File: src/rtl/flash_word_prog.sv
module flash_word_prog #(
  parameter int AW          = 18,
  parameter int DW          = 16,
  parameter int SETUP_CYC   = 1,
  parameter int WE_LOW_CYC  = 11,
  parameter int WE_HIGH_CYC = 9,
  parameter int ACC_CYC     = 15,
  parameter int GAP_CYC     = 4,
  parameter int MAX_POLLS   = 2000
) (
  input  logic          clk,
  input  logic          rst_n,
  input  logic          start,
  input  logic [AW-1:0] req_addr,
  input  logic [DW-1:0] req_data,
  output logic          busy,
  output logic          done,
  output logic          error,
  output logic          fl_ce_n,
  output logic          fl_oe_n,
  output logic          fl_we_n,
  output logic [AW-1:0] fl_addr,
  output logic [DW-1:0] fl_wdata,
  output logic          fl_wdata_en,
  input  logic          fl_rd_bit7
);
  localparam int L1    = (SETUP_CYC > WE_LOW_CYC) ? SETUP_CYC : WE_LOW_CYC;
  localparam int L2    = (WE_HIGH_CYC > ACC_CYC) ? WE_HIGH_CYC : ACC_CYC;
  localparam int L3    = (L1 > L2) ? L1 : L2;
  localparam int MAXL  = (L3 > GAP_CYC) ? L3 : GAP_CYC;
  localparam int CNT_W = $clog2(MAXL + 1);
  localparam int PW    = $clog2(MAX_POLLS + 1);

  typedef enum logic [2:0] {IDLE, WSET, WLOW, WHIGH, RACC, RGAP} st_t;

  st_t            st;
  logic [CNT_W-1:0] cnt, len;
  logic [1:0]     step;
  logic [PW-1:0]  polls;
  logic [AW-1:0]  tgt_a;
  logic [DW-1:0]  tgt_d;
  logic           in_write;

  always_comb begin
    case (st)
      WSET:    len = CNT_W'(SETUP_CYC);
      WLOW:    len = CNT_W'(WE_LOW_CYC);
      WHIGH:   len = CNT_W'(WE_HIGH_CYC);
      RACC:    len = CNT_W'(ACC_CYC);
      RGAP:    len = CNT_W'(GAP_CYC);
      default: len = CNT_W'(1);
    endcase
  end

  assign in_write    = (st == WSET) || (st == WLOW) || (st == WHIGH);
  assign busy        = (st != IDLE);
  assign fl_ce_n     = !((st == WSET) || (st == WLOW) || (st == RACC));
  assign fl_we_n     = (st != WLOW);
  assign fl_oe_n     = (st != RACC);
  assign fl_wdata_en = in_write;

  always_comb begin
    fl_addr  = tgt_a;
    fl_wdata = tgt_d;
    if (in_write) begin
      case (step)
        2'd0: begin fl_addr = AW'(16'h5555); fl_wdata = DW'(8'hAA); end
        2'd1: begin fl_addr = AW'(16'h2AAA); fl_wdata = DW'(8'h55); end
        2'd2: begin fl_addr = AW'(16'h5555); fl_wdata = DW'(8'hA0); end
        default: ;
      endcase
    end
  end

  always_ff @(posedge clk or negedge rst_n) begin
    if (!rst_n) begin
      st    <= IDLE;
      cnt   <= '0;
      step  <= '0;
      polls <= '0;
      tgt_a <= '0;
      tgt_d <= '0;
      done  <= 1'b0;
      error <= 1'b0;
    end else begin
      done  <= 1'b0;
      error <= 1'b0;
      if (st == IDLE) begin
        if (start) begin
          tgt_a <= req_addr;
          tgt_d <= req_data;
          step  <= '0;
          polls <= '0;
          cnt   <= '0;
          st    <= WSET;
        end
      end else if (cnt != len - 1'b1) begin
        cnt <= cnt + 1'b1;
      end else begin
        cnt <= '0;
        case (st)
          WSET:  st <= WLOW;
          WLOW:  st <= WHIGH;
          WHIGH: begin
            if (step == 2'd3) st <= RACC;
            else begin
              step <= step + 1'b1;
              st   <= WSET;
            end
          end
          RACC: begin
            if (fl_rd_bit7 == tgt_d[7]) begin
              done <= 1'b1;
              st   <= IDLE;
            end else if (polls == PW'(MAX_POLLS - 1)) begin
              error <= 1'b1;
              st    <= IDLE;
            end else begin
              polls <= polls + 1'b1;
              st    <= RGAP;
            end
          end
          RGAP:    st <= RACC;
          default: st <= IDLE;
        endcase
      end
    end
  end
endmodule

File: config.mk
export PLATFORM = sky130hd
export DESIGN_NAME = flash_word_prog
export DESIGN_NICKNAME = d
export VERILOG_FILES = /design/src/rtl/flash_word_prog.sv
export SDC_FILE = /design/constraint.sdc
export NUM_CORES = 1
export LEC_CHECK = 0
export BUFFER_PORTS_ARGS = -buffer_cell sky130_fd_sc_hd__buf_2
export CAP_MARGIN = 40
export CORE_MARGIN = 1
export CORE_UTILIZATION = 45
export CTS_BUF_LIST = sky130_fd_sc_hd__clkbuf_8
export DETAILED_ROUTE_END_ITERATION = 8
export GPL_TIMING_DRIVEN = 0
export PLACE_DENSITY_LB_ADDON = 0.12
export SYNTH_ARGS = -nofsm -noshare
export SYNTH_HDL_FRONTEND = slang
export SYNTH_SLANG_ARGS = --single-unit
export TNS_END_PERCENT = 5
File: constraint.sdc
create_clock -name clk -period 4.2 [get_ports clk]
set_clock_uncertainty 0.1 [all_clocks]
set_input_delay 0.42 -clock clk [delete_from_list [all_inputs] [get_ports clk]]
set_output_delay 0.42 -clock clk [all_outputs]
set_load 0.05 [all_outputs]
Word level (Yosys, flattened, before mapping):

Cells that the tools add are included.

* $add $sub $neg: 4
* multipliers: 0
* div/mod/pow operators: 0
* $lt $le $gt $ge: 0
* equality and inequality tests: 18
* shifts and indexed selects: 0
* mux-type cells: 35
* bitwise logic cells: 0
* reduce and logical (&&, ||, !) cells: 14

Operators by type and width (count)
* $mux 11: 6
* $pmux 16 s3: 1
* $pmux 18 s2: 1
* $mux 18: 1
* $mux 3: 6
* $mux 16: 1
* $pmux 4 s4: 1
* $pmux 3 s5: 1
* $mux 4: 3
* $add 11x1->11 const B: 1
* $eq 11x11->1 const B: 1
* $mux 2: 5
* $ne 2x2->1 const B: 5
* $mux 1: 9
* $eq 3x2->1 const B: 2
* $eq 3x3->1 const B: 2
* $reduce_and 5->1: 1
* $add 4x1->4 const B: 1
* $eq 2x2->1 const B: 2
* $ne 4x4->1: 1
* $reduce_and 2->1: 2
* $reduce_and 4->1: 1
* $reduce_bool 2->1: 2
* $sub 4x1->4 const B: 1
* 12 further kinds: 14

* register bits: 56
* bits in latches: 0
* RAM bits: 0
* memory bits (read-only): 0
* input port bits: 38
* logic and storage cells: 79
* memories kept: 0

Longest topological paths before layout:

Gate-level depths: netlist of run 1.

* depth in word-level cells: 6
* mapped depth: 14

Worst setup path before layout of run 1:

OpenSTA, ideal clock, no wires.

* path type: reg2reg
* start: register st[1]
* end: register polls[2]
* library setup time: 69 ps
* data arrival time: 3355 ps
* path slack: 676 ps
* stages on the path, launching flop included: 13
* buffers on the path: 3
* clock period less this slack: 3524 ps
* path through: dfrtp_1 -> buf_6 -> or3b_4 -> clkbuf_1 -> nor3b_1 -> ha_1 -> xor3_1 -> a2111oi_4 -> nor3b_4 -> nand2_2 -> buf_6 -> or4_1 -> nand3_1

* longest elaborated chain between the ends: 6
* elaborated cells on any way between the ends: 15
* classes of those cells: add/sub: 1; eq/ne: 9; mux: 2; reduce/logical: 3

Ends and longest elaborated chain
* start, declared: RTL line 36 `st_t st;`
* start signal, assigned: RTL line 77 `st <= IDLE;`
* start signal, assigned: RTL line 95 `st <= WSET;`
* start signal, assigned: RTL line 102 `WSET: st <= WLOW;`
* $eq 3x3->1, or another cell as far along: RTL line 45 `case (st)`
* $pmux 4 s4: RTL line 45
* $sub 4x1->4: RTL line 97 `end else if (cnt != len - 1'b1) begin`
* $ne 4x4->1: RTL line 97
* $ne 2x2->1 (no line)
* $reduce_and 5->1 (no line)
* end signal, assigned: RTL line 119 `polls <= polls + 1'b1;`
* end, declared: RTL line 39 `logic [PW-1:0] polls;`

Parallel ways exist; a longest one is shown, timed or not.
A chain may end at the register's enable or synchronous reset.

Worst setup path in the final report of run 1:

* start: register st[1]
* end: register polls[6]

Same word-level chain as after synthesis.

==> impl_metrics.env, run 1 <==
export IMPL_via_per_inst=5.188
export IMPL_synth_top_area_cell="dfrtp_1"
export IMPL_grt_setup_unrepaired="no"
export IMPL_place_worst_setup_slack_ns=0.6641
export IMPL_numCtsBuffers=5
export IMPL_initial_core_util_pct=47.68
export IMPL_synth_area_top_cells="dfrtp_1 45%, nand2_1 14%, ha_1 4.0%"
export IMPL_htreeDepth=2
export IMPL_fp_dieW_um=85.19
export IMPL_wl_mm=7.376
export IMPL_grt_max_degree=37
export IMPL_grt_overflow=0
export IMPL_syn_area_per_cell_sq_um=8.748
export IMPL_syn_cell_area_sq_um=3114
export IMPL_synth_top_cell_area_share_pct=45.00
export IMPL_crit_required_ns=4.34
export IMPL_async_reset_ff_share_pct=100.0
export IMPL_synth_cell_types=51
export IMPL_cp_start_kind="register"
export IMPL_layout_common_cells="118 x nand2_1, 79 x buf_2, 56 x dfrtp_1"
export IMPL_track_usage_pct=21.34
export IMPL_drtIter0Drc=116
export IMPL_regArea_sq_um=1401
export IMPL_rows=29
export IMPL_tns_ns=0
export IMPL_dieHeight_um=85.19
export IMPL_netlist_instances=356
export IMPL_crit_type="reg2reg"
export IMPL_grt_pass1_wl_mm=12.32
export IMPL_clk_path_buf_depth=2
export IMPL_place_gp_congestion=0.7913
export IMPL_drv_cap=0
export IMPL_synth_edf_count=0
export IMPL_die_area_sq_um=7257
export IMPL_core_area_sq_um=6531
export IMPL_final_common_cell="nand2_1"
export IMPL_synthesis_nets=404
export IMPL_cts_tree="done"
export IMPL_fmax_ghz=0.2799
export IMPL_relSlewSlack_pct=50.12
export IMPL_critPathCaptureType="register"
export IMPL_ys_flop_type="dfrtp_1"
export IMPL_insertion_delay_ns=0.32
export IMPL_antenna_found_initial=0
export IMPL_setup_viol=0
export IMPL_fillCellCount=638
export IMPL_yosysWarningCount=0
export IMPL_postCtsSetupBuffers=0
export IMPL_worstPathArrival_ns=3.71
export IMPL_port_buffers=78
export IMPL_min_path_type="in2reg"
export IMPL_cp_max_fo=10
export IMPL_drt_first_pass_iters=4
export IMPL_clock_sinks=56
export IMPL_antenna_cells=0
export IMPL_finalHoldViolCount=0
export IMPL_cts_hold_buf=1
export IMPL_min_period_ns=3.573
export IMPL_cts_resized=0
export IMPL_vias=2708
export IMPL_ys_seq_area_share_pct=45.00
export IMPL_cts_root_buf="clkbuf_8"
export IMPL_min_period_over_period_pct=85.07
export IMPL_run_status="complete, no violations"
export IMPL_area_delta_synth_final_pct=19.85
export IMPL_postRouteAntennaNets=0
export IMPL_clkSlewWorstSetupHoldPaths_ns=0.11
export IMPL_hpwl_mm=5.372
export IMPL_setup_ws_ns=0.6269
export IMPL_grt_pass1_vias=2617
export IMPL_ys_seq_elements=56
export IMPL_drv_slew=0
export IMPL_multi_input_area_sq_um=1580
export IMPL_nets=492
export IMPL_avgRoutedWirePerCell_um=14.13
export IMPL_drive_gt1_share_pct=22.25
export IMPL_worst_slew_pin_slew_ns=0.7414
export IMPL_fin_util_pct=57.15
export IMPL_io_pins=79
export IMPL_drc_errors=0
## per-stage QoR
step | cell area (sq um) | std cells | hold WS [ns]
2_1_floorplan | 3114 | 356 | 0.02441
3_3_place_gp | 3601 | 511 | 0.3494
3_5_place_dp | 3626 | 513 | 0.3279
4_1_cts | 3732 | 522 | 0.1734
5_1_grt | 3732 | 522 | 0.1743
6_report | 3732 | 522 | 0.1810
## routing by layer
metal | vias up | wire (um) | GRT usage, %
li1 | 1356 | - | -
met1 | 1283 | 3401 | 28.04
met2 | 67 | 3522 | 35.70
met3 | 2 | 422 | 4.961
met4 | 0 | 29 | 5.239
met5 | - | 0 | 0
## worst max-delay path, cell delays in order (launching register included)
cell and delay, ns:
dfrtp_1 0.41, buf_6 0.14, or3b_4 0.42, clkbuf_1 0.26, nor3b_1 0.22, ha_1 0.23
xor3_1 0.39, a2111oi_4 0.29, nor3b_4 0.29, nand2_2 0.08, buf_6 0.16, or3_1 0.34
a21oi_1 0.16
## cell usage after synthesis, drive strengths merged (2+ instances only)
| cell type | instances |
|---|---|
| a21o | 11 |
| a21oi | 7 |
| a22o | 2 |
| and2 | 14 |
| and3 | 2 |
| buf | 4 |
| clkbuf | 19 |
| dfrtp | 56 |
| ha | 10 |
| inv | 8 |
| mux2i | 7 |
| nand2 | 119 |
| nand2b | 6 |
| nand3 | 9 |
| nand4 | 2 |
| nor2 | 9 |
| nor2b | 2 |
| nor3 | 6 |
| nor3b | 4 |
| o211ai | 3 |
| o21a | 11 |
| o21ai | 7 |
| o31ai | 6 |
| or3 | 6 |
| or4 | 3 |
| xnor2 | 2 |
| xor2 | 3 |
## sequential cells by signal, indices dropped and copies added (netlist names)
signal  count
step        2
polls      11
done        1
tgt_d      16
st          3
error       1
cnt         4
tgt_a      18
## final cells by class
cell class                      instances  share of cell area (%)
Multi-Input combinational cell        269                   42.34
Sequential cell                        56                   37.55
Timing Repair Buffer                   81                   11.40
Buffer                                 23                   2.749
Tap cell                               77                   2.581
Clock buffer                            5                   1.844
Inverter                                8                  0.8046
Clock inverter                          3                  0.7375
## cell families after synthesis
family,count (synthesis),synth area share (%)
compound gates,55,13.02
xor+xnor,6,2.170
fa+ha+maj,10,4.018
buf+inv,31,4.259
flops,56,45.00
mux,8,2.612
simple gates,190,28.93
## worst paths after layout
kind / start / end / slack [ns] / depth (start not counted)
worst max-delay path: st[1] / polls[6] / 0.63 / 12
worst min-delay path: req_data[7] / tgt_d[7] / 0.18 / 3
worst max register to register: st[1] / polls[6] / 0.63 / 12
worst min register to register: tgt_a[15] / tgt_a[15] / 0.38 / 2
max in group asynchronous: rst_n / step[0] / 2.94 / 3
min in group asynchronous: rst_n / polls[7] / 0.50 / 2
Power of run 1 is not shown: default switching activity piles up to over one toggle a cycle in this logic, so the estimate is an artifact.
==> inputs of run 2 (changes only) <==
Settings changed: ABC_AREA from default to 1.
==> run 2 against run 1 <==
Against the previous run:
- the flow now finishes with violations (DRC, hold timing)
- synthesized cell count is 11% higher
- fmax is 21% higher
- die area is 1.9% lower
- utilization is 0.54 points lower
- routed wire length down 7.6%
- first-iteration DRC count is 22% lower
- via count about the same
- setup slack gained 0.62 ns
- clock-buffer cell count unchanged
- sequential cell count unchanged
- non-clock buffer count down 9
- global-route usage is 1.1 points lower
- critical path type is now reg2out
==> impl_metrics.env, run 2 <==
export IMPL_numCtsBuffers=5
export IMPL_cp_buffers_inverters=1
export IMPL_layout_common_cells="86 x buf_2, 66 x nor2_1, 62 x nand2_1"
export IMPL_avgRoutedWirePerCell_um=12.18
export IMPL_min_period_ns=2.954
export IMPL_setup_viol=0
export IMPL_port_buffers=78
export IMPL_rows=29
export IMPL_path_depth=5
export IMPL_cts_tree="done"
export IMPL_drive_gt1_share_pct=23.19
export IMPL_ys_flop_type="dfrtp_1"
export IMPL_route_met3_wl_um=367
export IMPL_insertion_delay_ns=0.31
export IMPL_cts_hold_buf=0
export IMPL_path_cells="ha_1 > nor3_2 > o21ai_1 > o21ai_0 > buf_2"
export IMPL_drt_first_pass_iters=7
export IMPL_hpwl_mm=5.045
export IMPL_cts_root_buf="clkbuf_8"
export IMPL_largest_reg_flops=18
export IMPL_synth_edf_count=0
export IMPL_cp_start_kind="register"
export IMPL_synthesis_nets=444
export IMPL_met1_length_mm=3.301
export IMPL_netlist_instances=396
export IMPL_critPathCaptureType="primary output"
export IMPL_crit_required_ns=3.68
export IMPL_synth_top_cell_area_share_pct=45.90
export IMPL_clk_path_buf_depth=2
export IMPL_grt_max_degree=33
export IMPL_drv_cap=0
export IMPL_final_common_cell="buf_2"
export IMPL_finalHoldViolCount=7
export IMPL_clkSlewWorstSetupHoldPaths_ns=0.11
export IMPL_tns_ns=0
export IMPL_grt_overflow=0
export IMPL_via_per_inst=4.839
export IMPL_synth_cell_types=28
export IMPL_fin_cells=560
export IMPL_top_regs="tgt_a x18, tgt_d x16, polls x11"
export IMPL_die_area_sq_um=7117
export IMPL_ys_seq_area_share_pct=45.90
export IMPL_dieHeight_um=84.37
export IMPL_antenna_found_initial=0
export IMPL_worstPathArrival_ns=2.43
export IMPL_wl_mm=6.819
export IMPL_regMostFlops="tgt_a"
export IMPL_dp_cells=552
export IMPL_fp_dieW_um=84.37
export IMPL_grt_pass1_vias=2700
export IMPL_yosysWarningCount=0
export IMPL_place_gp_congestion=0.8121
export IMPL_min_path_type="in2async"
export IMPL_routed_wl_met2_mm=3.121
export IMPL_postRouteAntennaNets=0
export IMPL_postCtsSetupBuffers=0
export IMPL_drtIter0Drc=91
export IMPL_drc_errors=4
export IMPL_synthTopCellsByCount="66 x nor2_1, 62 x nand2_1, 59 x inv_1"
export IMPL_slowest_stage="nor3_2"
export IMPL_grt_pass1_wl_mm=11.82
export IMPL_io_pins=79
export IMPL_min_period_over_period_pct=70.34
export IMPL_synth_area_top_cells="dfrtp_1 46%, nor2_1 8.1%, nand2_1 7.6%"
export IMPL_nets=530
export IMPL_run_status="finished with violations"
export IMPL_initial_core_util_pct=47.27
export IMPL_antenna_cells=0
export IMPL_yosysMostFrequentCell="nor2_1"
export IMPL_track_usage_pct=20.28
export IMPL_grt_setup_unrepaired="no"
export IMPL_fmax_ghz=0.3385
export IMPL_syn_area_per_cell_sq_um=7.709
export IMPL_top_layer_used="met4"
export IMPL_cts_resized=0
export IMPL_htreeDepth=2
export IMPL_drv_slew=0
export IMPL_synth_top_area_cell="dfrtp_1"
export IMPL_rrSetupSlack_ns=1.59
export IMPL_crit_type="reg2out"
export IMPL_worst_slew_pin_slew_ns=0.7390
export IMPL_area_delta_synth_final_pct=19.75
export IMPL_relSlewSlack_pct=50.40
export IMPL_crit_path_max_incr_delay_ns=0.49
export IMPL_vias=2710
export IMPL_path_delay_family="compound AO/OA/AOI/OAI gates"
export IMPL_core_area_sq_um=6459
export IMPL_ys_seq_elements=56
export IMPL_cp_max_fo=10
export IMPL_worst_r2r_path_depth=15
export IMPL_syn_cell_area_sq_um=3053
export IMPL_async_reset_ff_share_pct=100.0
export IMPL_clock_sinks=56
export IMPL_violations="DRC, hold timing"
export IMPL_worst_hold_slack_ns=-0.003649
[run 2: cell types whose count changed after synthesis, sizes merged, moves of 7 or more]
cell	delta
o21a	-11
inv	+53
a21o	-11
nand3	+20
a21oi	+29
o21ai	+20
mux2i	-7
clkbuf	-15
buf	+8
nor2	+59
and2	-14
nand2	-52
[run 2: worst paths after layout]
kind                              endpoint        start
worst max-delay path            fl_addr[2]      step[0]
worst min-delay path                cnt[2]        rst_n
worst max register to register    polls[0]        st[1]
worst min register to register    tgt_a[6]     tgt_a[6]
max in group asynchronous          step[0]        rst_n
min in group clk                  tgt_a[2]  req_addr[2]
[run 2: kinds of logic after synthesis]
logic type / Yosys count / share of synthesized area [%]
AND/OR/NAND/NOR: 175 / 25.00
buffers and inverters: 77 / 10.53
AO/OA/AOI/OAI: 65 / 10.74
flip-flops: 56 / 45.90
XOR/XNOR: 13 / 3.730
adder cells (fa/ha/maj): 10 / 4.098
[run 2: layer usage]
layer  vias to the layer above  track usage [%]
met1                      1238            26.36
met3                         4            5.211
met2                        63            34.95
met4                         0            3.236
li1                       1405                -
met5                         -                0
[run 2: cell type report]
| type | instances | area, sq um |
|---|---|---|
| buffer | 16 | 92.59 |
| clock buffer | 5 | 68.82 |
| clock inverter | 3 | 27.53 |
| fill | 668 | 2803 |
| inverter | 61 | 229.0 |
| multi-input combinational | 263 | 1330 |
| sequential | 56 | 1401 |
| tap | 77 | 96.34 |
| timing repair buffer | 79 | 410.4 |
[run 2: stage by stage]
step           instance area [sq um]  hold slack (ns)  setup slack [ns]  utilization (%)
3_3_place_gp                    3540           0.3879             1.609            54.80
2_1_floorplan                   3053          0.02441             1.680                -
4_1_cts                         3656         0.005689             1.223            56.61
5_1_grt                         3656          0.02064            0.9517            56.61
6_report                        3656        -0.003649             1.246            56.61
3_5_place_dp                    3560           0.3539             1.582            55.11
Power of run 2 is left out for the same reason.
==> inputs of run 3 (changes only) <==
Clock period 4.2 ns to 3 ns, I/O delays scaled along.
==> run 3 against run 2 <==
Against the previous run:
- the flow finishes with violations (DRC)
- clock-buffer cell count stayed put
- utilization rose by 0.25 points
- worst hold slack gained 0.13 ns
- cell area is 0.44% higher
- largest cell class unchanged
==> impl_metrics.env, run 3 (synthesized netlist as in run 2, its figures left out) <==
export IMPL_run_status="finished with violations"
export IMPL_violations="DRC"
export IMPL_min_period_ns=2.658
export IMPL_hold_depth=3
export IMPL_die_area_sq_um=7117
export IMPL_dieHeight_um=84.37
export IMPL_drtIter0Drc=98
export IMPL_worst_slew_pin_slew_ns=0.7390
export IMPL_largest_reg_flops=18
export IMPL_htreeDepth=2
export IMPL_rows=29
export IMPL_fp_dieW_um=84.37
export IMPL_fmax_ghz=0.3762
export IMPL_drive_gt1_share_pct=23.14
export IMPL_area_delta_synth_final_pct=20.29
export IMPL_min_period_over_period_pct=88.61
export IMPL_holdCritStartpoint="req_addr[2]"
export IMPL_finalHoldViolCount=0
export IMPL_clkSlewWorstSetupHoldPaths_ns=0.11
export IMPL_grt_pass1_wl_mm=11.85
export IMPL_postRouteAntennaNets=0
export IMPL_crit_type="reg2out"
export IMPL_drv_slew=0
export IMPL_cts_root_buf="clkbuf_8"
export IMPL_antenna_found_initial=0
export IMPL_vias=2718
export IMPL_regMostFlops="tgt_a"
export IMPL_place_gp_congestion=0.8121
export IMPL_setup_ws_ns=0.3417
export IMPL_cp_start_kind="register"
export IMPL_top_regs="tgt_a x18, tgt_d x16, polls x11"
export IMPL_setup_viol=0
export IMPL_hpwl_mm=5.045
export IMPL_drt_first_pass_iters=7
export IMPL_grt_setup_unrepaired="no"
export IMPL_worstPathArrival_ns=2.26
export IMPL_insertion_delay_ns=0.31
export IMPL_crit_required_ns=2.60
export IMPL_io_pins=79
export IMPL_relSlewSlack_pct=50.40
export IMPL_fillCellCount=666
export IMPL_cts_tree="done"
export IMPL_postCtsSetupBuffers=0
export IMPL_track_usage_pct=20.32
export IMPL_fin_cells=561
export IMPL_dp_cells=552
export IMPL_initial_core_util_pct=47.27
export IMPL_core_area_sq_um=6459
export IMPL_regArea_sq_um=1401
export IMPL_drc_errors=4
export IMPL_tns_ns=0
export IMPL_min_path_type="in2reg"
export IMPL_nets=531
export IMPL_place_worst_setup_slack_ns=0.3875
export IMPL_drv_cap=0
export IMPL_grt_pass1_vias=2712
export IMPL_grt_overflow=0
export IMPL_clk_path_buf_depth=2
export IMPL_final_common_cell="buf_2"
export IMPL_multi_input_area_sq_um=1336
export IMPL_antenna_cells=0
export IMPL_clock_sinks=56
export IMPL_layout_common_cells="86 x buf_2, 66 x nor2_1, 62 x nand2_1"
export IMPL_fin_area_sq_um=3672
export IMPL_numCtsBuffers=5
export IMPL_worst_r2r_path_depth=15
export IMPL_r2r_start="st[1]"
export IMPL_rrSetupSlack_ns=0.39
export IMPL_grt_max_degree=33
export IMPL_port_buffers=78
export IMPL_avgRoutedWirePerCell_um=12.18
export IMPL_cp_max_fo=10
export IMPL_reg2reg_to="polls[0]"
export IMPL_min_to="tgt_a[2]"
export IMPL_placed_cell_area_sq_um=3560
export IMPL_via_per_inst=4.845
export IMPL_critPathCaptureType="primary output"
export IMPL_wl_mm=6.834
run 3: cell count changes in the layout (fill, tap and decap cells not counted), sizes merged:
| cell | previous run | this run |
|---|---|---|
| dlygate4sd3 | 0 | 1 |
run 3: worst max path at each step:
stage,start,endpoint,slack [ns],depth (start not counted)
final,step[0],fl_addr[2],0.34,5
after global routing,step[0],fl_wdata[7],0.11,5
after CTS,step[0],fl_addr[2],0.14,5
after detailed placement,st[1],polls[9],0.39,15
after global placement,st[1],polls[4],0.42,15
after floorplan,st[1],fl_addr[0],0.60,4
run 3: cell type report:
| class | count | area share [%] |
|---|---|---|
| buffer | 16 | 2.521 |
| sequential | 56 | 38.16 |
| multi-input combinational | 263 | 36.39 |
| inverter | 61 | 6.235 |
| clock inverter | 3 | 0.7496 |
| timing repair buffer | 80 | 11.45 |
| tap | 77 | 2.624 |
| clock buffer | 5 | 1.874 |
run 3: critical path: stages (launching register included):
cell and delay [ns]:
dfrtp_1 0.47, ha_1 0.26, nor3_4 0.36, o21ai_1 0.37, o21ai_0 0.18, buf_2 0.29
run 3: layer usage:
layer / track usage, % / wire length (um) / vias up
li1: - / - / 1407
met1: 26.36 / 3297 / 1243
met2: 35.10 / 3138 / 63
met3: 5.211 / 370 / 5
met4: 3.236 / 29 / 0
met5: 0 / 0 / -
run 3: repair_timing:
action | 4_1_cts | 5_1_grt
endpoints found under the hold margin | 24 | 0
hold buffers | 1 | 0
gates resized for setup | 0 | 1
endpoints found under the setup margin | 0 | 12
run 3: metrics by stage:
step | utilization, % | hold slack [ns]
floorplan | - | -0.09559
global placement | 54.80 | 0.3879
detailed placement | 55.11 | 0.2339
CTS | 56.76 | 0.1157
global route | 56.86 | 0.1281
finish | 56.86 | 0.1214
Power of run 3 is left out for the same reason.
